**src/rtl/grp_sched_pkg.sv**
```systemverilog
package grp_sched_pkg;

    localparam int unsigned GROUPS = 16;
    localparam int unsigned PRIO_W = 4;

    typedef enum logic { OP_SAVE = 1'b0, OP_RESTORE = 1'b1 } op_e;
    typedef enum logic { SRC_HW = 1'b0, SRC_SW = 1'b1 } src_e;

    // bitmap slot = {source, operation}
    localparam int unsigned KI_HW_SAVE = 0;
    localparam int unsigned KI_HW_REST = 1;
    localparam int unsigned KI_SW_SAVE = 2;
    localparam int unsigned KI_SW_REST = 3;

    // smaller key wins: priority first, then hardware before software
    function automatic logic [PRIO_W:0] rank_key(input logic [PRIO_W-1:0] prio, input src_e src);
        return {prio, src == SRC_SW};
    endfunction

endpackage

```
**src/rtl/gs_pending.sv**
```systemverilog
module gs_pending
    import grp_sched_pkg::*;
#(
    parameter int unsigned NGRP = GROUPS,
    localparam int unsigned GW = $clog2(NGRP)
) (
    input  logic                  clk,
    input  logic                  rst,
    input  logic                  hw_block,
    input  logic [3:0][NGRP-1:0]  req_in,
    input  logic                  clr_valid,
    input  logic [GW-1:0]         clr_grp,
    input  logic [1:0]            clr_kind,
    output logic [3:0][NGRP-1:0]  pend_q,
    output logic                  clash_q
);

    logic [3:0][NGRP-1:0] nxt;
    logic [NGRP-1:0]      clr_onehot;
    logic [NGRP-1:0]      save_any;
    logic [NGRP-1:0]      rest_any;
    logic [NGRP-1:0]      clash;

    assign clr_onehot = clr_valid ? (NGRP'(1) << clr_grp) : '0;

    for (genvar k = 0; k < 4; k++) begin : g_kind
        logic [NGRP-1:0] arrive;
        if (k < 2) begin : g_hw
            assign arrive = hw_block ? '0 : req_in[k];
        end else begin : g_sw
            assign arrive = req_in[k];
        end
        // a new arrival overrides a same-cycle completion clear
        assign nxt[k] = (pend_q[k] & ~((clr_kind == 2'(k)) ? clr_onehot : '0)) | arrive;
    end

    assign save_any = nxt[KI_HW_SAVE] | nxt[KI_SW_SAVE];
    assign rest_any = nxt[KI_HW_REST] | nxt[KI_SW_REST];
    assign clash    = save_any & rest_any;

    always_ff @(posedge clk) begin
        if (rst) begin
            pend_q  <= '0;
            clash_q <= 1'b0;
        end else begin
            for (int k = 0; k < 4; k++) begin
                pend_q[k] <= nxt[k] & ~clash;
            end
            clash_q <= |clash;
        end
    end

endmodule

```
**src/rtl/gs_arbiter.sv**
```systemverilog
module gs_arbiter
    import grp_sched_pkg::*;
#(
    parameter int unsigned NGRP = GROUPS,
    localparam int unsigned GW = $clog2(NGRP)
) (
    input  logic [3:0][NGRP-1:0]   pend,
    input  logic [NGRP-1:0]        grp_en,
    input  logic [NGRP*PRIO_W-1:0] save_prio,
    input  logic [NGRP*PRIO_W-1:0] rest_prio,
    output logic                   sel_valid,
    output logic [GW-1:0]          sel_grp,
    output op_e                    sel_op,
    output src_e                   sel_src
);

    always_comb begin
        logic              has_s;
        logic              has_r;
        logic              hw_hit;
        logic [PRIO_W-1:0] pr;
        logic [PRIO_W:0]   key;
        logic [PRIO_W:0]   best;
        sel_valid = 1'b0;
        sel_grp   = '0;
        sel_op    = OP_SAVE;
        sel_src   = SRC_HW;
        best      = '1;
        // ascending scan with strict compare keeps the lowest index on ties
        for (int g = 0; g < NGRP; g++) begin
            has_s  = grp_en[g] & (pend[KI_HW_SAVE][g] | pend[KI_SW_SAVE][g]);
            has_r  = grp_en[g] & (pend[KI_HW_REST][g] | pend[KI_SW_REST][g]);
            hw_hit = has_s ? pend[KI_HW_SAVE][g] : pend[KI_HW_REST][g];
            pr     = has_s ? save_prio[g*PRIO_W +: PRIO_W] : rest_prio[g*PRIO_W +: PRIO_W];
            key    = rank_key(pr, hw_hit ? SRC_HW : SRC_SW);
            if ((has_s | has_r) && (!sel_valid || key < best)) begin
                sel_valid = 1'b1;
                best      = key;
                sel_grp   = GW'(g);
                sel_op    = has_s ? OP_SAVE : OP_RESTORE;
                sel_src   = hw_hit ? SRC_HW : SRC_SW;
            end
        end
    end

endmodule

```
**src/rtl/gs_runner.sv**
```systemverilog
module gs_runner
    import grp_sched_pkg::*;
#(
    parameter int unsigned NGRP = GROUPS,
    localparam int unsigned GW = $clog2(NGRP)
) (
    input  logic          clk,
    input  logic          rst,
    input  logic          sel_valid,
    input  logic [GW-1:0] sel_grp,
    input  op_e           sel_op,
    input  src_e          sel_src,
    input  logic          done,
    output logic          busy_q,
    output logic [GW-1:0] grp_q,
    output op_e           op_q,
    output src_e          src_q,
    output logic          finish,
    output logic          sw_done_q
);

    assign finish = busy_q & done;

    always_ff @(posedge clk) begin
        if (rst) begin
            busy_q    <= 1'b0;
            grp_q     <= '0;
            op_q      <= OP_SAVE;
            src_q     <= SRC_HW;
            sw_done_q <= 1'b0;
        end else begin
            sw_done_q <= 1'b0;
            if (busy_q) begin
                if (done) begin
                    busy_q    <= 1'b0;
                    sw_done_q <= (src_q == SRC_SW);
                end
            end else if (sel_valid) begin
                busy_q <= 1'b1;
                grp_q  <= sel_grp;
                op_q   <= sel_op;
                src_q  <= sel_src;
            end
        end
    end

endmodule

```
**src/rtl/grp_req_sched.sv**
```systemverilog
module grp_req_sched
    import grp_sched_pkg::*;
#(
    parameter int unsigned NGRP = GROUPS,
    localparam int unsigned GW = $clog2(NGRP)
) (
    input  logic                   clk,
    input  logic                   rst,
    input  logic                   hw_req_disable,
    input  logic [NGRP-1:0]        hw_save_req,
    input  logic [NGRP-1:0]        hw_restore_req,
    input  logic [NGRP-1:0]        sw_save_trig,
    input  logic [NGRP-1:0]        sw_restore_trig,
    input  logic [NGRP-1:0]        grp_enable,
    input  logic [NGRP*PRIO_W-1:0] save_prio,
    input  logic [NGRP*PRIO_W-1:0] restore_prio,
    input  logic                   exec_done,
    output logic                   run_valid,
    output logic [GW-1:0]          run_group,
    output logic                   run_restore,
    output logic                   run_from_sw,
    output logic [NGRP-1:0]        pend_hw_save,
    output logic [NGRP-1:0]        pend_hw_restore,
    output logic [NGRP-1:0]        pend_sw_save,
    output logic [NGRP-1:0]        pend_sw_restore,
    output logic                   sw_done,
    output logic                   conflict_err
);

    logic [3:0][NGRP-1:0] req_vec;
    logic [3:0][NGRP-1:0] pend;
    logic                 sel_valid;
    logic [GW-1:0]        sel_grp;
    op_e                  sel_op;
    src_e                 sel_src;
    op_e                  cur_op;
    src_e                 cur_src;
    logic                 finish;

    assign req_vec = {sw_restore_trig, sw_save_trig, hw_restore_req, hw_save_req};

    gs_pending #(.NGRP(NGRP)) u_pend (
        .clk       (clk),
        .rst       (rst),
        .hw_block  (hw_req_disable),
        .req_in    (req_vec),
        .clr_valid (finish),
        .clr_grp   (run_group),
        .clr_kind  ({cur_src == SRC_SW, cur_op == OP_RESTORE}),
        .pend_q    (pend),
        .clash_q   (conflict_err)
    );

    gs_arbiter #(.NGRP(NGRP)) u_arb (
        .pend      (pend),
        .grp_en    (grp_enable),
        .save_prio (save_prio),
        .rest_prio (restore_prio),
        .sel_valid (sel_valid),
        .sel_grp   (sel_grp),
        .sel_op    (sel_op),
        .sel_src   (sel_src)
    );

    gs_runner #(.NGRP(NGRP)) u_run (
        .clk       (clk),
        .rst       (rst),
        .sel_valid (sel_valid),
        .sel_grp   (sel_grp),
        .sel_op    (sel_op),
        .sel_src   (sel_src),
        .done      (exec_done),
        .busy_q    (run_valid),
        .grp_q     (run_group),
        .op_q      (cur_op),
        .src_q     (cur_src),
        .finish    (finish),
        .sw_done_q (sw_done)
    );

    assign run_restore     = (cur_op == OP_RESTORE);
    assign run_from_sw     = (cur_src == SRC_SW);
    assign pend_hw_save    = pend[KI_HW_SAVE];
    assign pend_hw_restore = pend[KI_HW_REST];
    assign pend_sw_save    = pend[KI_SW_SAVE];
    assign pend_sw_restore = pend[KI_SW_REST];

endmodule

```
**config.mk**
```make
export PLATFORM = sky130hd
export DESIGN_NAME = grp_req_sched
export DESIGN_NICKNAME = d
export VERILOG_FILES = /design/src/rtl/grp_sched_pkg.sv /design/src/rtl/gs_pending.sv /design/src/rtl/gs_arbiter.sv /design/src/rtl/gs_runner.sv /design/src/rtl/grp_req_sched.sv
export SDC_FILE = /design/constraint.sdc
export NUM_CORES = 1
export LEC_CHECK = 0
export CAP_MARGIN = 20
export CORE_ASPECT_RATIO = 1.4
export CORE_MARGIN = 1
export CORE_UTILIZATION = 40
export CTS_CLUSTER_DIAMETER = 40
export DETAILED_ROUTE_END_ITERATION = 6
export DONT_BUFFER_PORTS = 1
export GPL_TIMING_DRIVEN = 0
export PLACE_DENSITY_LB_ADDON = 0.3
export SYNTH_ARGS = -nofsm -noshare
export SYNTH_HDL_FRONTEND = slang
export SYNTH_SLANG_ARGS = --single-unit
```
**constraint.sdc**
```tcl
create_clock -name clk -period 42.4 [get_ports clk]
set_clock_uncertainty 0.05 [all_clocks]
set_input_delay 4.24 -clock clk [delete_from_list [all_inputs] [get_ports clk]]
set_output_delay 4.24 -clock clk [all_outputs]
set_load 0.02 [all_outputs]
```
==> impl_metrics.yaml <==
clock_tree:
  clock_sinks: 73
  clock_path_buffers: 2
  root_buffer: "clkbuf_16"
  cts.repair.resized: 0
  post_cts_buffers: 0
  cts-buffers-inserted: 9
  clk_pin_slew_ps: 60
  insertion_delay_ps: 340
  cts_tree: "yes"
  htree_levels: 3
  cts-hold-fix-buffers: 0
floorplanning:
  fp.dieH_um: 173
  core_um2: 20500
  io_pins: 285
  initial_utilization: 0.407
  die_w_um: 124
  die_area_um2: 21400
  std_cell_rows: 62
synthesis:
  synth_area_um2: 8340
  synth_top_family_by_area: "compound AO/OA/AOI/OAI gates"
  synthTopCellsByArea: "dfxtp_1 (18%), ha_1 (9.0%), nand2_1 (6.3%)"
  syn_avg_cell_area_um2: 7.53
  yosysMostFrequentCell: "nand2_1"
  synth_commonest_cells: "nand2_1 (140), nor2_1 (97), a21oi_1 (86), dfxtp_1 (73), ha_1 (60)"
  synthMuxAreaShare: 0.117
  synthSimpleGateAreaFrac: 0.245
  seq_area_frac_synth: 0.175
  async_flop_share: 0
  yosysWarnings: 0
  synth_cell_types: 80
  synth_top_area_share: 0.175
  yosysTopAreaCell: "dfxtp_1"
  synth_compound_area_frac: 0.330
  synth_fa_ha_area_frac: 0.0900
  ys.flop_type: "dfxtp_1"
  syn_nets: 1379
  ys_ff_latch: 73
  syn_inst: 1107
  synth_enable_flop_cells: 0
  synth-xor-area-share: 0
final_layout:
  drive_gt1_frac: 0.0961
  syn2layout_area_growth_pct: 7.50
  final_util: 0.438
  layout.nets: 1391
timing:
  tightest_slew_ps: 1040
  finalCritPeriodShare: 0.859
  rsz0062_at_grt: "no"
  max_freq_mhz: 27.5
  setup_viol: 0
  finalMaxSlewViolations: 0
  maxSlewHeadroom: 0.300
  finalHoldViolations: 0
  tns_ps: 0
  min_period_ps: 36410
  fin_ws_ps: 5990
power_and_ir_drop:
  power_switching_w: 0.000217
  sw_frac_of_total: 0.487
  leakagePower_nw: 3.93
  internal_power_w: 0.000228
  p_comb_frac: 0.614
  peakVddDrop_mv: 0.0229
  power.share.clock: 0.179
  p_seq_frac: 0.207
  power.density_nw_per_um2: 49.7
detailed_routing:
  finalWirelength_mm: 30.8
  post_drt_via_cell_ratio: 6.33
  drcViolationCount: 0
  vias: 8747
  drt_iter0_drc: 535
  dr.pass1.iters: 7
  wl_per_cell_um: 22.3
  drtAntennaViolNets: 0
placed_design:
  dp_hpwl_mm: 25.4
  io_buffers: 0
  gp_congestion: 0.900
  pre_cts_ws_ps: 6290
critical_path:
  r2r_cells: 143
  start_kind: "input pin"
  arrival_ps: 36610
  cp_max_fo: 10
  cp.required_ps: 42600
  criticalPathCategory: "in2reg"
  cpMostUsedCell: "a21o_1"
  crit_path_end_kind: "flip-flop"
  critPathMaxStageDelay_ps: 600
  cpMaxStageDelayCell: "a221oi_4"
min_path:
  holdPathStages: 2
  hold_path_class: "reg2reg"
grt:
  first_global_vias: 8307
  grt_use_total: 0.279
  grt_max_degree: 13
  antenna_found_initial: 0
  grt_pass1_wl_mm: 45.4
  gr-total-overflow: 0
flow_run:
  max-cap-violations: 0
status:
  status: "completed"
kinds of logic after synthesis:
group,Yosys count
AOI/OAI and AO/OA,375
buffers and inverters,87
DFF,73
muxes,92
adders and majority gates,60
and+or+nand+nor,420
registers in the layout, summed over array words and instances (netlist names):
signal and flops:
u_run.src_q 1, u_run.sw_done_q 1, u_run.grp_q 4, u_run.busy_q 1, u_pend.pend_q 64, u_pend.clash_q 1, u_run.op_q 1
power by group through the flow:
stage                     registers, W  logic [W]  clock network, W
final                        0.0000923   0.000273         0.0000795
after floorplan              0.0000892   0.000202                 0
after detailed placement     0.0000937   0.000269                 0
after global placement       0.0000934   0.000264                 0
after global routing         0.0000930   0.000303         0.0000820
after CTS                    0.0000921   0.000270         0.0000799
cell usage in the layout, fill, tap and decap left out, drive strengths merged, types with 18 or more instances in the layout:
cell / n
a211oi: 25
a21o: 38
a21oi: 88
a22o: 26
a22oi: 22
and2: 27
clkbuf: 32
dfxtp: 73
ha: 60
inv: 55
mux2: 41
mux2i: 51
nand2: 143
nand2b: 25
nand4: 18
nor2: 97
nor2b: 22
nor3: 34
o21ai: 72
critical path: cells and delay by family:
family                     cells  cell delay, ps
buffers and inverters         18            3940
adders and majority gates     15            4410
AOI/OAI and AO/OA             77           17090
and+or+nand+nor               27            4550
muxes                          6            2330
routing by layer:
metal,part of all wire,GRT usage
met1,0.36,0.300
met2,0.53,0.525
met3,0.071,0.0531
met4,0.033,0.0987
met5,0,0
stage by stage:
step | hold slack, ps | power [W] | cell area, µm² | cells
4_1_cts | 646 | 0.000442 | 8960 | 1379
6_report | 644 | 0.000445 | 8970 | 1381
3_3_place_gp | 642 | 0.000357 | 8660 | 1363
5_1_grt | 688 | 0.000477 | 8960 | 1380
2_1_floorplan | 567 | 0.000291 | 8340 | 1107
3_5_place_dp | 638 | 0.000363 | 8660 | 1363
layout make-up:
cell class,count,area (µm²)
Sequential cell,73,1460
Tap cell,256,320
Inverter,55,206
Timing Repair Buffer,1,5.00
Clock inverter,5,55.1
Antenna cell,1,2.50
Fill cell,2176,11500
Clock buffer,11,243
Multi-Input combinational cell,947,6520
Buffer,32,154
final timing paths:
check	startpoint	slack [ps]	to
worst max-delay path	grp_enable[0]	5990	u_run.grp_q[3]
worst min-delay path	u_pend.pend_q[62]	640	u_pend.pend_q[62]
worst max register to register	u_pend.pend_q[0]	9230	u_run.grp_q[3]
worst min register to register	u_pend.pend_q[62]	640	u_pend.pend_q[62]
Note: power is estimated with default switching activity, not from simulation.
